File: src/rtl/bd_stage_pkg.sv
package bd_stage_pkg;
  typedef enum logic [2:0] {
    ST_IDLE = 3'd0,
    ST_EVAL = 3'd1,
    ST_SEND = 3'd2,
    ST_ACK  = 3'd3,
    ST_DROP = 3'd4,
    ST_REL  = 3'd5
  } stage_state_e;
endpackage

File: src/rtl/bd_match_delay.sv
module bd_match_delay #(
  parameter int DELAY = 3
) (
  input  logic clk,
  input  logic rst_n,
  input  logic start,
  output logic done
);
  localparam int CW = (DELAY < 2) ? 1 : $clog2(DELAY);
  localparam logic [CW-1:0] LAST = CW'(DELAY - 1);

  logic [CW-1:0] cnt_q, cnt_d;
  logic          done_q, done_d;

  always_comb begin
    cnt_d  = cnt_q;
    if (start && !done_q) cnt_d = cnt_q + 1'b1;
    else if (!start)      cnt_d = '0;
    done_d = start && (done_q || (cnt_q == LAST));
  end

  always_ff @(posedge clk or negedge rst_n) begin
    if (!rst_n) begin
      cnt_q  <= '0;
      done_q <= 1'b0;
    end else begin
      cnt_q  <= cnt_d;
      done_q <= done_d;
    end
  end

  assign done = done_q;

  // done never rises without start being held
  a_r2_done_needs_start: assert property (@(posedge clk) disable iff (!rst_n)
    $rose(done) |-> $past(start));
endmodule

File: src/rtl/bd_data_latch.sv
module bd_data_latch #(
  parameter int          W      = 8,
  parameter logic [W-1:0] ADDEND = W'(19)
) (
  input  logic         clk,
  input  logic         rst_n,
  input  logic         en,
  input  logic [W-1:0] d,
  output logic [W-1:0] q
);
  logic [W-1:0] f_val;
  logic [W-1:0] q_r;

  always_comb f_val = d + ADDEND;

  always_ff @(posedge clk or negedge rst_n) begin
    if (!rst_n)  q_r <= '0;
    else if (en) q_r <= f_val;
  end

  assign q = q_r;

  // closed latch holds its value
  a_r6_closed_holds: assert property (@(posedge clk) disable iff (!rst_n)
    !$past(en) |-> $stable(q));
endmodule

File: src/rtl/bd_stage_ctrl.sv
module bd_stage_ctrl
  import bd_stage_pkg::*;
(
  input  logic clk,
  input  logic rst_n,
  input  logic up_req,
  input  logic dn_ack,
  input  logic done,
  output logic start,
  output logic dn_req,
  output logic up_ack,
  output logic latch_en,
  output logic proto_err
);
  stage_state_e st_q, st_d;
  logic         err_q, err_d;

  always_comb begin
    st_d = st_q;
    unique case (st_q)
      ST_IDLE: if (up_req)  st_d = ST_EVAL;
      ST_EVAL: if (done)    st_d = ST_SEND;
      ST_SEND: if (dn_ack)  st_d = ST_ACK;
      ST_ACK:  if (!up_req) st_d = ST_DROP;
      ST_DROP: if (!done)   st_d = ST_REL;
      ST_REL:  if (!dn_ack) st_d = ST_IDLE;
      default:              st_d = ST_IDLE;
    endcase
    err_d = err_q || (((st_q == ST_EVAL) || (st_q == ST_SEND)) && !up_req);
  end

  always_ff @(posedge clk or negedge rst_n) begin
    if (!rst_n) begin
      st_q  <= ST_IDLE;
      err_q <= 1'b0;
    end else begin
      st_q  <= st_d;
      err_q <= err_d;
    end
  end

  assign start     = (st_q == ST_EVAL) || (st_q == ST_SEND) || (st_q == ST_ACK);
  assign dn_req    = (st_q == ST_SEND) || (st_q == ST_ACK)  || (st_q == ST_DROP);
  assign up_ack    = (st_q == ST_ACK)  || (st_q == ST_DROP) || (st_q == ST_REL);
  assign latch_en  = (st_q == ST_EVAL);
  assign proto_err = err_q;

  // upstream acknowledge follows the downstream one
  a_r4_ack_after_dn: assert property (@(posedge clk) disable iff (!rst_n)
    $rose(up_ack) |-> dn_ack);
  // downstream request falls only after done has fallen
  a_r5_req_fall_after_done: assert property (@(posedge clk) disable iff (!rst_n)
    $fell(dn_req) |-> !done);
  // upstream acknowledge falls only after downstream acknowledge is low
  a_r5_ack_fall_after_dn: assert property (@(posedge clk) disable iff (!rst_n)
    $fell(up_ack) |-> (!dn_ack && !dn_req));
  // error flag is sticky
  a_r7_err_sticky: assert property (@(posedge clk) disable iff (!rst_n)
    $past(proto_err) |-> proto_err);
endmodule

File: src/rtl/bd_pipe_stage.sv
module bd_pipe_stage #(
  parameter int           W      = 8,
  parameter int           DELAY  = 3,
  parameter logic [W-1:0] ADDEND = W'(19)
) (
  input  logic         clk,
  input  logic         rst_n,
  input  logic         up_req,
  output logic         up_ack,
  input  logic [W-1:0] up_data,
  output logic         dn_req,
  input  logic         dn_ack,
  output logic [W-1:0] dn_data,
  output logic         proto_err
);
  logic [1:0] rst_pipe;
  logic       rst_q;
  logic       start, done, latch_en;

  always_ff @(posedge clk or negedge rst_n) begin
    if (!rst_n) rst_pipe <= 2'b00;
    else        rst_pipe <= {rst_pipe[0], 1'b1};
  end
  assign rst_q = rst_pipe[1];

  bd_stage_ctrl u_ctrl (
    .clk(clk), .rst_n(rst_q), .up_req(up_req), .dn_ack(dn_ack), .done(done),
    .start(start), .dn_req(dn_req), .up_ack(up_ack), .latch_en(latch_en),
    .proto_err(proto_err)
  );

  bd_match_delay #(.DELAY(DELAY)) u_delay (
    .clk(clk), .rst_n(rst_q), .start(start), .done(done)
  );

  bd_data_latch #(.W(W), .ADDEND(ADDEND)) u_latch (
    .clk(clk), .rst_n(rst_q), .en(latch_en), .d(up_data), .q(dn_data)
  );

  // request offered downstream only once the matched delay is done
  a_r2_req_after_done: assert property (@(posedge clk) disable iff (!rst_q)
    $rose(dn_req) |-> done);
  // offered data holds while request is high
  a_r3_data_hold: assert property (@(posedge clk) disable iff (!rst_q)
    (dn_req && $past(dn_req)) |-> $stable(dn_data));
endmodule

File: config.mk
export PLATFORM = sky130hd
export DESIGN_NAME = bd_pipe_stage
export DESIGN_NICKNAME = d
export VERILOG_FILES = /design/src/rtl/bd_stage_pkg.sv /design/src/rtl/bd_match_delay.sv /design/src/rtl/bd_data_latch.sv /design/src/rtl/bd_stage_ctrl.sv /design/src/rtl/bd_pipe_stage.sv
export SDC_FILE = /design/constraint.sdc
export NUM_CORES = 1
export LEC_CHECK = 0
export ABC_AREA = 1
export CAP_MARGIN = 20
export CORE_MARGIN = 3
export CORE_UTILIZATION = 31
export DETAILED_ROUTE_END_ITERATION = 10
export PLACE_DENSITY = 0.59
export SLEW_MARGIN = 20
export SYNTH_ARGS = -nofsm -noshare
export SYNTH_HDL_FRONTEND = slang
export SYNTH_HIERARCHICAL = 1
export SYNTH_SLANG_ARGS = --single-unit
File: constraint.sdc
create_clock -name clk -period 1.1 [get_ports clk]
set_input_delay 0.275 -clock clk [delete_from_list [all_inputs] [get_ports clk]]
set_output_delay 0.275 -clock clk [all_outputs]
set_load 0.02 [all_outputs]
**Yosys cells after proc, flatten, opt, wreduce, memory -nomap -nowiden**

Cells that the tools add are included.

- Register bits after elaboration: 17
- Input port bits: 12
- Output and inout port bits: 11
- Word-level logic and storage cells: 45

- $add $sub $neg: 2
- Eq/ne operators: 13
- Multiplexer cells: 9
- Reduce and logical (&&, ||, !) cells: 15

Operators with widths:

| kind | count |
|---|---|
| 2-to-1 mux 3 bit | 6 |
| case mux 3 bit (6 select lines) | 1 |
| != test 2 bit, second input constant | 6 |
| adder 8 x 5 -> 8 bit, second input constant | 1 |
| logical OR 1 bit | 8 |
| equality test 3 x 2 -> 1 bit, second input constant | 2 |
| equality test 3 bit, second input constant | 2 |
| AND reduction 6 bit | 1 |
| 2-to-1 mux 2 bit | 2 |
| equality test 3 x 1 -> 1 bit, second input constant | 1 |
| logical AND 1 bit | 3 |
| logical NOT 3 bit | 1 |
| adder 2 x 1 -> 2 bit, second input constant | 1 |
| equality test 2 bit, second input constant | 1 |
| logical NOT 1 bit | 2 |
| != test 2 x 1 -> 1 bit, second input constant | 1 |

**Longest topological paths before layout**

- Depth after elaboration: 5
- Gate-level depth with buffers: 9

**Hierarchy**

Netlist, hierarchy kept.

Modules (own cells, without submodules):

| module | instances | cells each | area an instance (µm²) | seq. area each (µm²) |
|---|---|---|---|---|
| bd_data_latch | 1 | 62 | 446.7 | 200.2 |
| bd_stage_ctrl | 1 | 44 | 294.0 | 100.1 |
| bd_match_delay | 1 | 14 | 133.9 | 75.1 |
| bd_pipe_stage | 1 | 3 | 53.8 | 50.0 |

**Least setup slack after synthesis**

Ideal clock, no wire load.

- Kind: reg2out
- Start point: register u_ctrl.st_q[1]
- End point: output dn_req
- Arrival: 0.978 ns
- Slack: -0.153 ns
- Stages on the path, launching flop included: 3
- Buffers on the path: 0
- Cells stage by stage: dfrtp_1 inv_1 o21ai_0

- Longest elaborated chain between the ends: 3

Ends and longest elaborated chain:

| item | line | text |
|---|---|---|
| start, declared | bd_stage_ctrl.sv:15 | `stage_state_e st_q, st_d;` |
| start signal, assigned | bd_stage_ctrl.sv:37 | `st_q <= st_d;` |
| equality test 3 x 2 -> 1 bit | bd_stage_ctrl.sv:43 | `assign dn_req = (st_q == ST_SEND) \|\| (st_q == ST_ACK) \|\| (st_q == ST_DROP);` |
| logical OR 1 bit | bd_stage_ctrl.sv:43 |  |
| logical OR 1 bit * | bd_stage_ctrl.sv:43 |  |
| end, declared | bd_pipe_stage.sv:11 | `output logic dn_req,` |

Every way passes the cells marked *; elsewhere a longest branch is shown, timed or not.

**Worst setup path after layout**

- Start point: register u_ctrl.st_q[1]
- End point: output up_ack

- Longest elaborated chain between the ends: 3

Ends and longest elaborated chain:

| item | line | text |
|---|---|---|
| equality test 3 x 2 -> 1 bit or equality test 3 bit (tied branches) | bd_stage_ctrl.sv:44 | `assign up_ack = (st_q == ST_ACK) \|\| (st_q == ST_DROP) \|\| (st_q == ST_REL);` |
| logical OR 1 bit | bd_stage_ctrl.sv:44 |  |
| logical OR 1 bit * | bd_stage_ctrl.sv:44 |  |
| end, declared | bd_pipe_stage.sv:9 | `output logic up_ack,` |

Marked as above.

==> metrics.yaml <==
routed_wirelength_um: 2350
post_synth_xor_area_fraction: 0
drt_drc_violations_left: 0
synth-compound-area-share: 0.0701
io_buffers: 22
post_dr_wirelength_cell_um: 10.9
area_delta_synth_final_pct: 74.3
timing.reg2reg.worst_path_depth: 8
violated_checks: "setup timing"
ys.warnings.count: 6
status: "finished with violations"
synth_top_area_cell: "sky130_fd_sc_hd__dfrtp_1"
die-area_mm2: 0.00369
clk-insertion-delay-late_ns: 0.28
timing.final.setup_violations: 18
cp_cell_sequence: "buf_6 -> nor2_4 -> nand2_2 -> nand3_2 -> buf_6"
rsz0062_at_grt: "yes"
most-common-layout-cells: "sky130_fd_sc_hd__buf_4 (33), sky130_fd_sc_hd__nand2_1 (29), sky130_fd_sc_hd__buf_6 (16)"
synth_adder_area_share: 0.0270
cp.buffers_inverters: 2
worstReg2RegStart: "u_ctrl/st_q[0]$_DFFE_PN0P_"
detail_route.first_pass.iterations: 4
min-delay-path-class: "input pin to async pin"
final.setup_skew_ns: 0.00150
finalPower_mw: 4.15
h_tree_depth: 1
synth_area_leaders: "sky130_fd_sc_hd__dfrtp_1 (46%), sky130_fd_sc_hd__nand2_1 (15%), sky130_fd_sc_hd__nand3_1 (11%), sky130_fd_sc_hd__inv_1 (6.5%), sky130_fd_sc_hd__ha_1 (2.7%)"
top_signal_layer_used: "met4"
leakage_component_of_the_power_nw: 0.835
clock-root-buffer: "sky130_fd_sc_hd__clkbuf_4"
vdd_ir_drop_max_mv: 1.00
largest_family_of_logic_cells_by_synthesized_area: "simple AND/OR/NAND/NOR gates"
grt_remaining_overflow: 0
slew_violations: 0
layout_commonest_cell: "sky130_fd_sc_hd__buf_4"
routed-via-count: 1010
worstPathArrival_ns: 1.19
post_route_cells_drive_above_1_share: 0.454
post-place-cells: 200
cts_max_path_buffers: 2
clock.fmax_ghz: 0.682
pin_count_of_the_biggest_net_entering_global_routing: 16
routedLengthMet1_um: 911
via_per_inst: 4.68
number_of_top_level_design_ports: 23
grt_antenna_before_repair: 0
synthesis.area_um2: 928
hold_violations: 0
die_height_um: 60.7
synthesis.nets: 137
die-width_um: 60.7
setup_slack_ns: -0.366
timing.critical_path.mode_cell: "sky130_fd_sc_hd__buf_6"
floorplan.rows: 19
cp_num_cells: 5
dp_hpwl_um: 1690
fillerInstances: 277
max-cap-violations: 0
synth_cells: 123
globalRouteTotalUtil: 0.152
num_antenna_cells: 0
yosys.area_share.simple: 0.354
drt-initial-drc-count: 17
final_cell_count_no_fill: 216
core_area_mm2: 0.00281
crit_start: "u_ctrl/st_q[1]$_DFFE_PN0P_"
synthesis_stage_register_bit_count: 17
synth.yosys.seq_area_share: 0.458
synth.top_cell.area_share: 0.458
routed-wl-met3_um: 81
syn_area_per_cell_um2: 7.55
timing.critical_path.from_type: "register"
grt_pass1_wl_um: 4200
weighted_congestion_at_the_end_of_routability_driven_global_placement: 0.808
final_period_minus_worst_setup_slack_ns: 1.47
detail-route-antenna-nets: 0
layout_worst_path_cycle_share: 1.33
synth_cell_type_count: 23
routed-wl-met2_um: 1300
worst_setup_path_end_kind: "output port"
hold_bufs_at_cts: 0
clk_transition_reported_paths_ns: 0.09
start_util: 0.331
clock_sinks: 17
cp.required_ns: 0.82
powerDensity_mw_per_mm2: 2560
grt_pass1_vias: 1103
post_layout_net_count: 200
maximum_fanout_encountered_on_the_critical_timing_path: 4
cpLargestDelayFamily: "flip-flops"
critical-path-max-stage-delay_ns: 0.45
timing.critical_path.slowest_stage_cell: "sky130_fd_sc_hd__dfrtp_2"
tritoncts: "built"
cts_made_buffers: 3
critical_path_class: "register to output port"
muxShareOfSynthArea: 0
==> worst paths after layout <==
path / to / slack, ns
max: up_ack / -0.37
min: rst_pipe[0]$_DFF_PN0_ / 0.15
max reg2reg: u_ctrl/proto_err$_DFF_PN0_ / -0.29
min reg2reg: u_latch/q[6]$_DFFE_PN0P_ / 0.19
max in group asynchronous: u_ctrl/st_q[2]$_DFFE_PN0P_ / 0.72
min in group clk: rst_pipe[1]$_DFF_PN0_ / 0.37
==> state kept, by name, summed over array words and instances (netlist names) <==
name / flops
u_latch/q: 8
u_delay/done: 1
rst_pipe: 2
u_ctrl/proto_err: 1
u_delay/cnt_q: 2
u_ctrl/st_q: 3
==> cell type report <==
cell class,count,area (um2),area share
repair buffers,60,538,0.333
inverters,18,72.6,0.0449
multi-input cells,86,513,0.317
flip-flops and latches,17,429,0.265
well taps,31,38.8,0.0240
clock buffers,4,26.3,0.0162
==> power by group <==
group | internal [mW] | leakage, nW | switching [mW] | total (mW)
logic | 1.40 | 0.618 | 1.33 | 2.72
registers | 0.886 | 0.202 | 0.223 | 1.11
clock network | 0.140 | 0.0150 | 0.175 | 0.316
==> synthesized netlist by cell type, drive strengths merged <==
library cell	number
nor3	1
conb	1
dfrtp	17
inv	18
nand3	20
o21a	1
ha	2
a21o	1
a31oi	1
nand4	2
buf	2
o21ai	7
nand2	38
nor2	10
a21oi	1
or2	1
==> repair_timing <==
item / 4_1_cts / 5_1_grt
setup endpoints to repair: 25 / 26
resized for setup: 88 / 9
pin swaps: 9 / 9
buffers inserted: 11 / 5
endpoints found under the hold margin: 0 / 0
==> logic make-up after synthesis <==
family,count (synthesis)
adders and majority gates,2
AOI/OAI and AO/OA,11
DFF,17
buffers and inverters,20
other,1
and+or+nand+nor,72
==> per-layer routing <==
layer | vias up | GRT usage
met5 | - | 0
met3 | 6 | 0.00851
met1 | 465 | 0.147
met2 | 21 | 0.308
met4 | 0 | 0.0867
li1 | 518 | -
==> per-stage QoR <==
| stage | setup TNS (ns) | utilization | cell area, um2 | hold WS (ns) | worst slack (ns) |
|---|---|---|---|---|---|
| 6_report | -3.87 | 0.577 | 1620 | 0.152 | -0.366 |
| 4_1_cts | -3.70 | 0.561 | 1570 | 0.143 | -0.337 |
| 3_5_place_dp | -5.74 | 0.494 | 1390 | 0.202 | -0.523 |
| 5_1_grt | -5.39 | 0.577 | 1620 | 0.141 | -0.433 |
| 2_1_floorplan | -0.0942 | - | 951 | -0.0206 | -0.0187 |
| 3_3_place_gp | -5.42 | 0.494 | 1390 | 0.176 | -0.495 |
Note: power is estimated with default switching activity, not from simulation.
